$ cat config.mk
export PLATFORM = sky130hd
export DESIGN_NAME = pixel_edge_stamper
export DESIGN_NICKNAME = d
export VERILOG_FILES = /design/src/rtl/pes_pkg.sv /design/src/rtl/pes_rst_sync.sv /design/src/rtl/pes_bc_counter.sv /design/src/rtl/pes_cell.sv /design/src/rtl/pes_pick.sv /design/src/rtl/pixel_edge_stamper.sv
export SDC_FILE = /design/constraint.sdc
export NUM_CORES = 1
export LEC_CHECK = 0
export ABC_AREA = 1
export BUFFER_PORTS_ARGS = -buffer_cell sky130_fd_sc_hd__buf_2
export CORE_ASPECT_RATIO = 0.75
export CORE_MARGIN = 2
export CORE_UTILIZATION = 25
export CTS_BUF_LIST = sky130_fd_sc_hd__clkbuf_2 sky130_fd_sc_hd__clkbuf_4 sky130_fd_sc_hd__clkbuf_8
export CTS_CLUSTER_SIZE = 16
export DETAILED_ROUTE_END_ITERATION = 8
export SLEW_MARGIN = 10
export SYNTH_ARGS = -nofsm -noshare
export SYNTH_HDL_FRONTEND = slang
export SYNTH_HIERARCHICAL = 1
export SYNTH_SLANG_ARGS = --single-unit
$ cat constraint.sdc
create_clock -name clk -period 14.4 [get_ports clk]
set_input_delay 1.44 -clock clk [delete_from_list [all_inputs] [get_ports clk]]
set_output_delay 1.44 -clock clk [all_outputs]
set_load 0.01 [all_outputs]
$ cat src/rtl/pes_pkg.sv
`timescale 1ns/1ps
package pes_pkg;

  typedef enum logic [1:0] {
    CELL_IDLE = 2'd0,
    CELL_OPEN = 2'd1,
    CELL_PEND = 2'd2
  } cell_st_e;

endpackage

$ cat src/rtl/pes_rst_sync.sv
`timescale 1ns/1ps
module pes_rst_sync #(
  parameter int STAGES = 2
) (
  input  logic clk,
  input  logic arst_n,
  output logic srst_n
);

  logic [STAGES-1:0] chain_q;

  always_ff @(posedge clk or negedge arst_n) begin
    if (!arst_n) chain_q <= '0;
    else         chain_q <= {chain_q[STAGES-2:0], 1'b1};
  end

  assign srst_n = chain_q[STAGES-1];

endmodule

$ cat src/rtl/pes_bc_counter.sv
`timescale 1ns/1ps
module pes_bc_counter #(
  parameter int TS_W = 8
) (
  input  logic            clk,
  input  logic            rst_n,
  input  logic            clr,
  output logic [TS_W-1:0] bc
);

  logic [TS_W-1:0] bc_q, bc_d;

  always_comb begin
    if (clr) bc_d = '0;
    else     bc_d = bc_q + TS_W'(1);
  end

  always_ff @(posedge clk or negedge rst_n) begin
    if (!rst_n) bc_q <= '0;
    else        bc_q <= bc_d;
  end

  assign bc = bc_q;

endmodule

$ cat src/rtl/pes_cell.sv
`timescale 1ns/1ps
module pes_cell
  import pes_pkg::*;
#(
  parameter int TS_W = 8
) (
  input  logic            clk,
  input  logic            rst_n,
  input  logic            disc,
  input  logic            mask,
  input  logic [TS_W-1:0] bc,
  input  logic            grant,
  output logic            pend,
  output logic [TS_W-1:0] lead,
  output logic [TS_W-1:0] trail
);

  localparam logic [TS_W-1:0] SAT = '1;

  cell_st_e        st_q, st_d;
  logic            disc_q;
  logic [TS_W-1:0] lead_q, lead_d;
  logic [TS_W-1:0] trail_q, trail_d;
  logic            rise;
  logic [TS_W-1:0] elapsed;

  assign rise    = disc && !disc_q;
  assign elapsed = bc - lead_q;

  always_comb begin
    st_d    = st_q;
    lead_d  = lead_q;
    trail_d = trail_q;
    unique case (st_q)
      CELL_IDLE: begin
        if (rise && !mask) begin
          st_d   = CELL_OPEN;
          lead_d = bc;
        end
      end
      CELL_OPEN: begin
        if (mask) begin
          st_d = CELL_IDLE;
        end else if (!disc || (elapsed == SAT)) begin
          st_d    = CELL_PEND;
          trail_d = bc;
        end
      end
      CELL_PEND: begin
        if (grant) st_d = CELL_IDLE;
      end
      default: st_d = CELL_IDLE;
    endcase
  end

  always_ff @(posedge clk or negedge rst_n) begin
    if (!rst_n) begin
      st_q    <= CELL_IDLE;
      disc_q  <= 1'b0;
      lead_q  <= '0;
      trail_q <= '0;
    end else begin
      st_q    <= st_d;
      disc_q  <= disc;
      lead_q  <= lead_d;
      trail_q <= trail_d;
    end
  end

  assign pend  = (st_q == CELL_PEND);
  assign lead  = lead_q;
  assign trail = trail_q;

endmodule

$ cat src/rtl/pes_pick.sv
`timescale 1ns/1ps
module pes_pick #(
  parameter int N = 16
) (
  input  logic [N-1:0] req,
  output logic [N-1:0] oh
);

  logic found;

  always_comb begin
    oh    = '0;
    found = 1'b0;
    for (int i = 0; i < N; i++) begin
      if (req[i] && !found) begin
        oh[i] = 1'b1;
        found = 1'b1;
      end
    end
  end

endmodule

$ cat src/rtl/pixel_edge_stamper.sv
`timescale 1ns/1ps
module pixel_edge_stamper #(
  parameter int NPIX       = 16,
  parameter int TS_W       = 8,
  parameter int ADDR_W     = 12,
  parameter int GROUP_BASE = 0
) (
  input  logic              clk,
  input  logic              rst_n,
  input  logic              bc_clr,
  input  logic [NPIX-1:0]   disc_in,
  input  logic [NPIX-1:0]   mask_in,
  input  logic              hit_ready,
  output logic              hit_valid,
  output logic [ADDR_W-1:0] hit_addr,
  output logic [TS_W-1:0]   hit_lead,
  output logic [TS_W-1:0]   hit_trail,
  output logic [TS_W-1:0]   hit_tot
);

  localparam int IDX_W = (NPIX > 1) ? $clog2(NPIX) : 1;

  logic                 srst_n;
  logic [TS_W-1:0]      bc;
  logic [NPIX-1:0]      pend;
  logic [NPIX-1:0]      pick_oh;
  logic [NPIX-1:0]      grant;
  logic [TS_W-1:0]      lead_v  [NPIX];
  logic [TS_W-1:0]      trail_v [NPIX];

  logic                 load;
  logic [IDX_W-1:0]     sel_idx;
  logic [TS_W-1:0]      sel_lead, sel_trail;

  logic                 v_q, v_d;
  logic [ADDR_W-1:0]    addr_q, addr_d;
  logic [TS_W-1:0]      lead_q, lead_d;
  logic [TS_W-1:0]      trail_q, trail_d;
  logic [TS_W-1:0]      tot_q, tot_d;

  pes_rst_sync #(.STAGES(2)) u_rst (
    .clk    (clk),
    .arst_n (rst_n),
    .srst_n (srst_n)
  );

  pes_bc_counter #(.TS_W(TS_W)) u_bc (
    .clk   (clk),
    .rst_n (srst_n),
    .clr   (bc_clr),
    .bc    (bc)
  );

  for (genvar g = 0; g < NPIX; g++) begin : g_cell
    pes_cell #(.TS_W(TS_W)) u_cell (
      .clk   (clk),
      .rst_n (srst_n),
      .disc  (disc_in[g]),
      .mask  (mask_in[g]),
      .bc    (bc),
      .grant (grant[g]),
      .pend  (pend[g]),
      .lead  (lead_v[g]),
      .trail (trail_v[g])
    );
  end

  pes_pick #(.N(NPIX)) u_pick (
    .req (pend),
    .oh  (pick_oh)
  );

  // Output stage accepts a new record when empty or being drained.
  assign load  = (|pend) && (!v_q || hit_ready);
  assign grant = load ? pick_oh : '0;

  always_comb begin
    sel_idx   = '0;
    sel_lead  = '0;
    sel_trail = '0;
    for (int i = 0; i < NPIX; i++) begin
      if (pick_oh[i]) begin
        sel_idx   = IDX_W'(i);
        sel_lead  = lead_v[i];
        sel_trail = trail_v[i];
      end
    end
  end

  always_comb begin
    v_d     = v_q;
    addr_d  = addr_q;
    lead_d  = lead_q;
    trail_d = trail_q;
    tot_d   = tot_q;
    if (load) begin
      v_d     = 1'b1;
      addr_d  = ADDR_W'(GROUP_BASE) + ADDR_W'(sel_idx);
      lead_d  = sel_lead;
      trail_d = sel_trail;
      tot_d   = sel_trail - sel_lead;
    end else if (hit_ready) begin
      v_d = 1'b0;
    end
  end

  always_ff @(posedge clk or negedge srst_n) begin
    if (!srst_n) begin
      v_q     <= 1'b0;
      addr_q  <= '0;
      lead_q  <= '0;
      trail_q <= '0;
      tot_q   <= '0;
    end else begin
      v_q     <= v_d;
      addr_q  <= addr_d;
      lead_q  <= lead_d;
      trail_q <= trail_d;
      tot_q   <= tot_d;
    end
  end

  assign hit_valid = v_q;
  assign hit_addr  = addr_q;
  assign hit_lead  = lead_q;
  assign hit_trail = trail_q;
  assign hit_tot   = tot_q;

endmodule

[After elaboration in Yosys (flattened, before gate mapping)]
Cells that the tools add are included.
Word-level totals
  register bits after elaboration: 343
  bits in latches: 0
  bits in writable memories: 0
  memory bits (read-only): 0
  input port bits: 36
  output and inout bits: 37
  logic and storage cells: 557
  memories kept: 0
Cells by class
  $add $sub $neg: 18
  multipliers: 0
  divide/modulo/power cells: 0
  magnitude comparators: 0
  eq/ne operators: 96
  shift-type cells: 0
  muxes and demuxes: 161
  bitwise gates (word level): 16
  reductions and logical operators: 195
Operators by type and width (number)
  $mux 8: 33
  $sub 8x8->8: 17
  $eq 8x8->1 const B: 16
  $mux 2: 64
  $pmux 2 s3: 16
  $reduce_and 3->1: 32
  $logic_not 1->1: 64
  $mux 4: 14
  $logic_and 1x1->1: 48
  $ne 3x2->1 const B: 16
  $mux 1: 33
  $eq 2x1->1 const B: 16
  $eq 2x2->1 const B: 16
  $logic_not 2->1: 16
  $ne 2x1->1 const B: 16
  $ne 2x2->1 const B: 16
  $reduce_and 2->1: 16
  $logic_or 1x1->1: 17
  $mux 16: 1
  $not 1->1: 16
  $reduce_or 16->1: 1
  $add 8x1->8 const B: 1
  $reduce_bool 2->1: 1

[Logic depth before layout (Yosys ltp)]
  word-level depth: 50
  depth in mapped cells: 28
  mapped depth without buffers: 27

[Cells and area by module]
The synthesis kept the hierarchy.
Modules (own cells, without submodules)
  pes_cell at g_cell[0].u_cell ...: instances 13, cells each 135, area each 1106.1 µm², seq. area each 475.5 µm²
  pixel_edge_stamper: instances 1, cells each 641, area each 3957.5 µm², seq. area each 725.7 µm²
  pes_cell at g_cell[7].u_cell ...: instances 2, cells each 128, area each 1052.3 µm², seq. area each 475.5 µm²
  pes_cell at g_cell[9].u_cell: instances 1, cells each 139, area each 1079.8 µm², seq. area each 475.5 µm²
  pes_bc_counter: instances 1, cells each 44, area each 376.6 µm², seq. area each 200.2 µm²
  pes_pick: instances 1, cells each 41, area each 210.2 µm², seq. area each 0.0 µm²
  pes_rst_sync: instances 1, cells each 3, area each 53.8 µm², seq. area each 50.0 µm²

[Least setup slack after synthesis]
No wires, ideal clock.
  path type: register -> register
  from: register g_cell[0].u_cell.st_q[1]
  to: register tot_q[7], in the netlist hit_tot[7]
  library setup time: 0.117 ns
  data arrival time: 3.383 ns
  data required time: 14.283 ns
  setup slack: 10.900 ns
  stages on the path, launching flop included: 25
  buffers on the path: 1
  clock period less this slack: 3.500 ns
  cell sequence: dfrtp_1 > inv_1 > nor2_1 > nor2_2 > nand4_2 > nor3_2 > nand4_2 > nor2_2 > nand3_1 > nor2_1 > nor2_2 > inv_1 > clkbuf_1 > a221o_1 > a21oi_1 > o31ai_1 > nand2_1 > ha_1 > a21o_1 > nand2_1 > nand2_2 > nand3_2 > nand3_1 > nand3_1 > nand2_1
Between the ends
  elaborated cells on any way between the ends: 96
  classes of those cells: 1 x add/sub; 1 x eq/ne; 62 x mux; 32 x reduce/logical
RTL lines
  start: declaration: RTL line pes_cell.sv:20  | cell_st_e st_q, st_d;
  start signal: assignment: RTL line pes_cell.sv:63  | st_q <= st_d;
  $eq 2x2->1 *: RTL line pes_cell.sv:70  | assign pend = (st_q == CELL_PEND);
  net pend[0]: RTL line pixel_edge_stamper.sv:25  | logic [NPIX-1:0] pend;
  $mux 1 *: RTL line pes_pick.sv:15  | if (req[i] && !found) begin
  $logic_not 1->1: RTL line pes_pick.sv:15
  $logic_and 1x1->1: RTL line pes_pick.sv:15
  $mux 1 *: RTL line pes_pick.sv:15
  $logic_not 1->1: RTL line pes_pick.sv:15
  $logic_and 1x1->1: RTL line pes_pick.sv:15
  (+29 left out)
  $logic_and 1x1->1: RTL line pes_pick.sv:15
  $mux 1 *: RTL line pes_pick.sv:15
  $logic_not 1->1 *: RTL line pes_pick.sv:15
  $logic_and 1x1->1 *: RTL line pes_pick.sv:15
  $mux 1 *: RTL line pes_pick.sv:15
  net pick_oh[13]: RTL line pixel_edge_stamper.sv:26  | logic [NPIX-1:0] pick_oh;
  $mux 8 (3 in series): RTL line pixel_edge_stamper.sv:82  | if (pick_oh[i]) begin
  $sub 8x8->8 *: RTL line pixel_edge_stamper.sv:101  | tot_d = sel_trail - sel_lead;
  end signal: assignment: RTL line pixel_edge_stamper.sv:119  | tot_q <= tot_d;
  end: declaration: RTL line pixel_edge_stamper.sv:39  | logic [TS_W-1:0] tot_q, tot_d;
Mark *: on every way through the listed nets, which the timed path passes. The rest lies on a longest branch.
A chain may end at the register's enable or synchronous reset.

[Final worst setup path]
Ends and elaborated chain as after synthesis.

==> flow_summary.ini <==
[sta]
hold_viol = 0
setup_viol = 0
clock_skew_ps = 19.3
layout_setup_ws_ps = 9620
fin_crit_sh = 0.332
relSlewSlack = 0.365
rsz0062_at_grt = false
max_slew.worst_pin.slew_ps = 952
setup_tns_ps = 0
slew_violations = 0
min_period_ps = 4780
timing.fmax_ghz = 0.209

[setup_path]
path_depth = 24
cp_slowest_stage_delay_ps = 660
critPathSlowestCell = nor2_1
reg2regPathDepth = 24
crit_arrival_ps = 5310
path_cells = inv_1 > nor2_1 > buf_4 > nor2_2 > nand4_2 > nor3_2 > nand4_2 > nor2_2 > nand3_1 > nor2_1 > nor2_2 > inv_1 > a221o_1 > a21oi_1 > o31ai_1 > nand2_1 > ha_1 > a21o_1 > nand2_1 > nand2_2 > nand3_2 > nand3_1 > nand3_1 > nand2_1
required_ps = 14930
cp_top_family = simple AND/OR/NAND/NOR gates
end_kind = register
cp_num_buf_inv = 3
r2r_start = g_cell[0].u_cell/st_q[1]
crit_path_start_kind = register
crit_type = register to register
r2r_slack_ps = 9620
r2r_end = hit_tot[7]
crit_fanout = 13

[finish]
syn_to_final_growth_pct = 11.8
multiInputGateArea_um2 = 11600
fillCellCount = 9463
drive_gt1_frac = 0.147
regArea_um2 = 8600
fin_util = 0.282
finalNetCount = 3147

[routing]
wl_mm = 68.7
drc = 0
routed_via_density = 4.62
dr.pass1.iters = 5
drt_iter0_markers = 2025
vias = 19200
wl_per_cell_um = 16.5
postRouteAntennaNets = 0

[synthesis]
syn-cell-area_um2 = 22200
synth-simple-area-share = 0.305
yosysSeqAreaShare = 0.387
ys_seq_elements = 343
ys_warn_count = 6
synth_mux_area_frac = 0.00102
synth-compound-area-share = 0.117
syn_inst = 2879
synth_fa_ha_area_frac = 0.0910
post_synth_num_cell_types = 62
synthXorXnorAreaFrac = 0.00711
synth-edff-count = 0
synth_top_family_by_area = simple AND/OR/NAND/NOR gates
postSynthAreaPerCell_um2 = 7.70
ys_async_sr_fraction = 1.00
synth_flop_cell = dfrtp_1

[outcome]
status = complete, no violations

[clock_tree]
clk_pin_slew_ps = 70
cts.repair.resized = 0
cts_buffer_depth = 3
tritoncts = built
cts_hold_buf = 0
cts.sinks = 343
cts_buffers = 57
cts_setup_buffers = 0
htreeDepth = 2
clk_latency_ps = 650
clockRootBuffer = clkbuf_8

[placed_design]
io_buffers = 64
place_ws_ps = 9700
hpwl_mm = 50.4
gp_congestion = 0.949

[global_routing]
grt_overflow = 0
first_global_vias = 17600
grt_pass1_wl_mm = 106
antenna_found_initial = 8
grt_max_degree = 137
grt.total_usage = 0.150

[floorplanning]
rows = 94
chipHeight_um = 262
initial_utilization = 0.253
io_pins = 73
die_w_um = 348
die_area_um2 = 91100
core_um2 = 87700

[pwr]
p_leak_nw = 12.9
finalPower_mw = 5.07
power.density_nw_per_um2 = 205
ir_worst_vdd_mv = 0.143

[hold_path]
min_from = u_rst/chain_q[0]
whs_path_depth = 0
worstHoldPathType = register to register
whs_endpoint = u_rst/chain_q[1]

[flow_run]
maxCapViolations = 0
[sequential cells by signal, indices dropped and copies added (netlist names)]
register,cells
g_cell.u_cell/disc_q,16
g_cell.u_cell/lead,128
g_cell.u_cell/st_q,32
g_cell.u_cell/trail,128
hit_addr,4
hit_lead,8
hit_tot,8
hit_trail,8
hit_valid,1
u_bc/bc,8
u_rst/chain_q,2
[stage by stage]
step / std cells / hold slack (ps) / cell area (um^2)
floorplan: 2886 / 331 / 22200
global placement: 4053 / 336 / 23500
detailed placement: 4053 / 339 / 23500
CTS: 4156 / 354 / 24800
global route: 4156 / 371 / 24800
finish: 4157 / 353 / 24800
[how the worst max path moves through the flow]
stage                             start                      end  slack (ps)
4_1_cts        g_cell[0].u_cell/st_q[1]               hit_tot[7]        9720
5_1_grt        g_cell[0].u_cell/st_q[1]               hit_tot[7]        9290
6_report       g_cell[0].u_cell/st_q[1]               hit_tot[7]        9620
3_5_place_dp   g_cell[0].u_cell/st_q[1]               hit_tot[7]        9700
3_3_place_gp   g_cell[0].u_cell/st_q[1]               hit_tot[7]        9860
2_1_floorplan          u_rst/chain_q[1]  g_cell[0].u_cell/disc_q        4130
[metal layers]
layer | up-vias | GRT usage | part of all wire
met5 | - | 0 | 0.00068
met1 | 9026 | 0.234 | 0.51
met4 | 8 | 0.0322 | 0.016
met2 | 629 | 0.203 | 0.38
met3 | 92 | 0.0390 | 0.092
li1 | 9448 | - | -
[logic make-up (layout without fill, tap and decap cells)]
logic type | count (synthesis) | after routing
adders and majority gates | 151 | 151
muxes | 2 | 2
buffers and inverters | 440 | 558
other | 2 | 10
AOI/OAI and AO/OA | 357 | 357
DFF | 343 | 343
xor gates and xnor gates | 18 | 18
and+or+nand+nor | 1566 | 1566
[layout by cell type, fill, tap and decap left out, types with 44 or more instances in the layout]
master / n
nor2_1: 312
nand2_2: 44
nand3_1: 211
dfrtp_1: 334
a21oi_1: 76
a21oi_2: 66
inv_1: 353
nand2_1: 891
o21ai_0: 51
clkbuf_8: 77
buf_2: 64
ha_1: 134
[power breakdown]
group | switching, mW | total, mW | internal (mW)
clock | 0.413 | 0.973 | 0.560
combinational | 1.68 | 2.58 | 0.901
sequential | 0.297 | 1.52 | 1.22
[Yosys cell counts, types with 4 or more instances]
cell type,n,area (um^2)
o21ai_1,13,65.1
or4_4,13,146
o21ai_0,51,255
a21oi_2,66,578
a31oi_1,10,62.6
nor3_1,5,25.0
buf_2,13,65.1
nand3_1,211,1060
dfrtp_1,343,8580
nand4_1,19,119
nor2_4,5,56.3
buf_12,13,260
a22oi_1,4,30.0
o21ai_2,40,350
fa_1,17,340
nor2_1,312,1170
buf_4,14,105
xnor2_1,17,149
o31ai_1,7,52.6
o211ai_1,5,37.5
nand2_4,6,67.6
nand3_2,5,50.1
nand3b_1,17,128
a21boi_0,15,113
inv_2,17,63.8
nand4_2,5,62.6
a21oi_1,76,380
ha_1,134,1680
nor2_2,20,125
nand2_1,892,3350
nor4_1,6,37.5
o22ai_1,4,25.0
buf_6,14,158
clkbuf_1,13,48.8
o221a_2,13,146
a221oi_1,29,254
inv_1,353,1330
nand2_2,43,269
[cell type report]
class / count / area share
multi-input cells: 2103 / 0.467
flip-flops and latches: 343 / 0.347
well taps: 1152 / 0.0582
inverters: 373 / 0.0567
clock buffers: 97 / 0.0488
repair buffers: 82 / 0.0189
clock inverters: 6 / 0.00333
diodes: 1 / 0.000101
(Power assumes the default switching activity.)
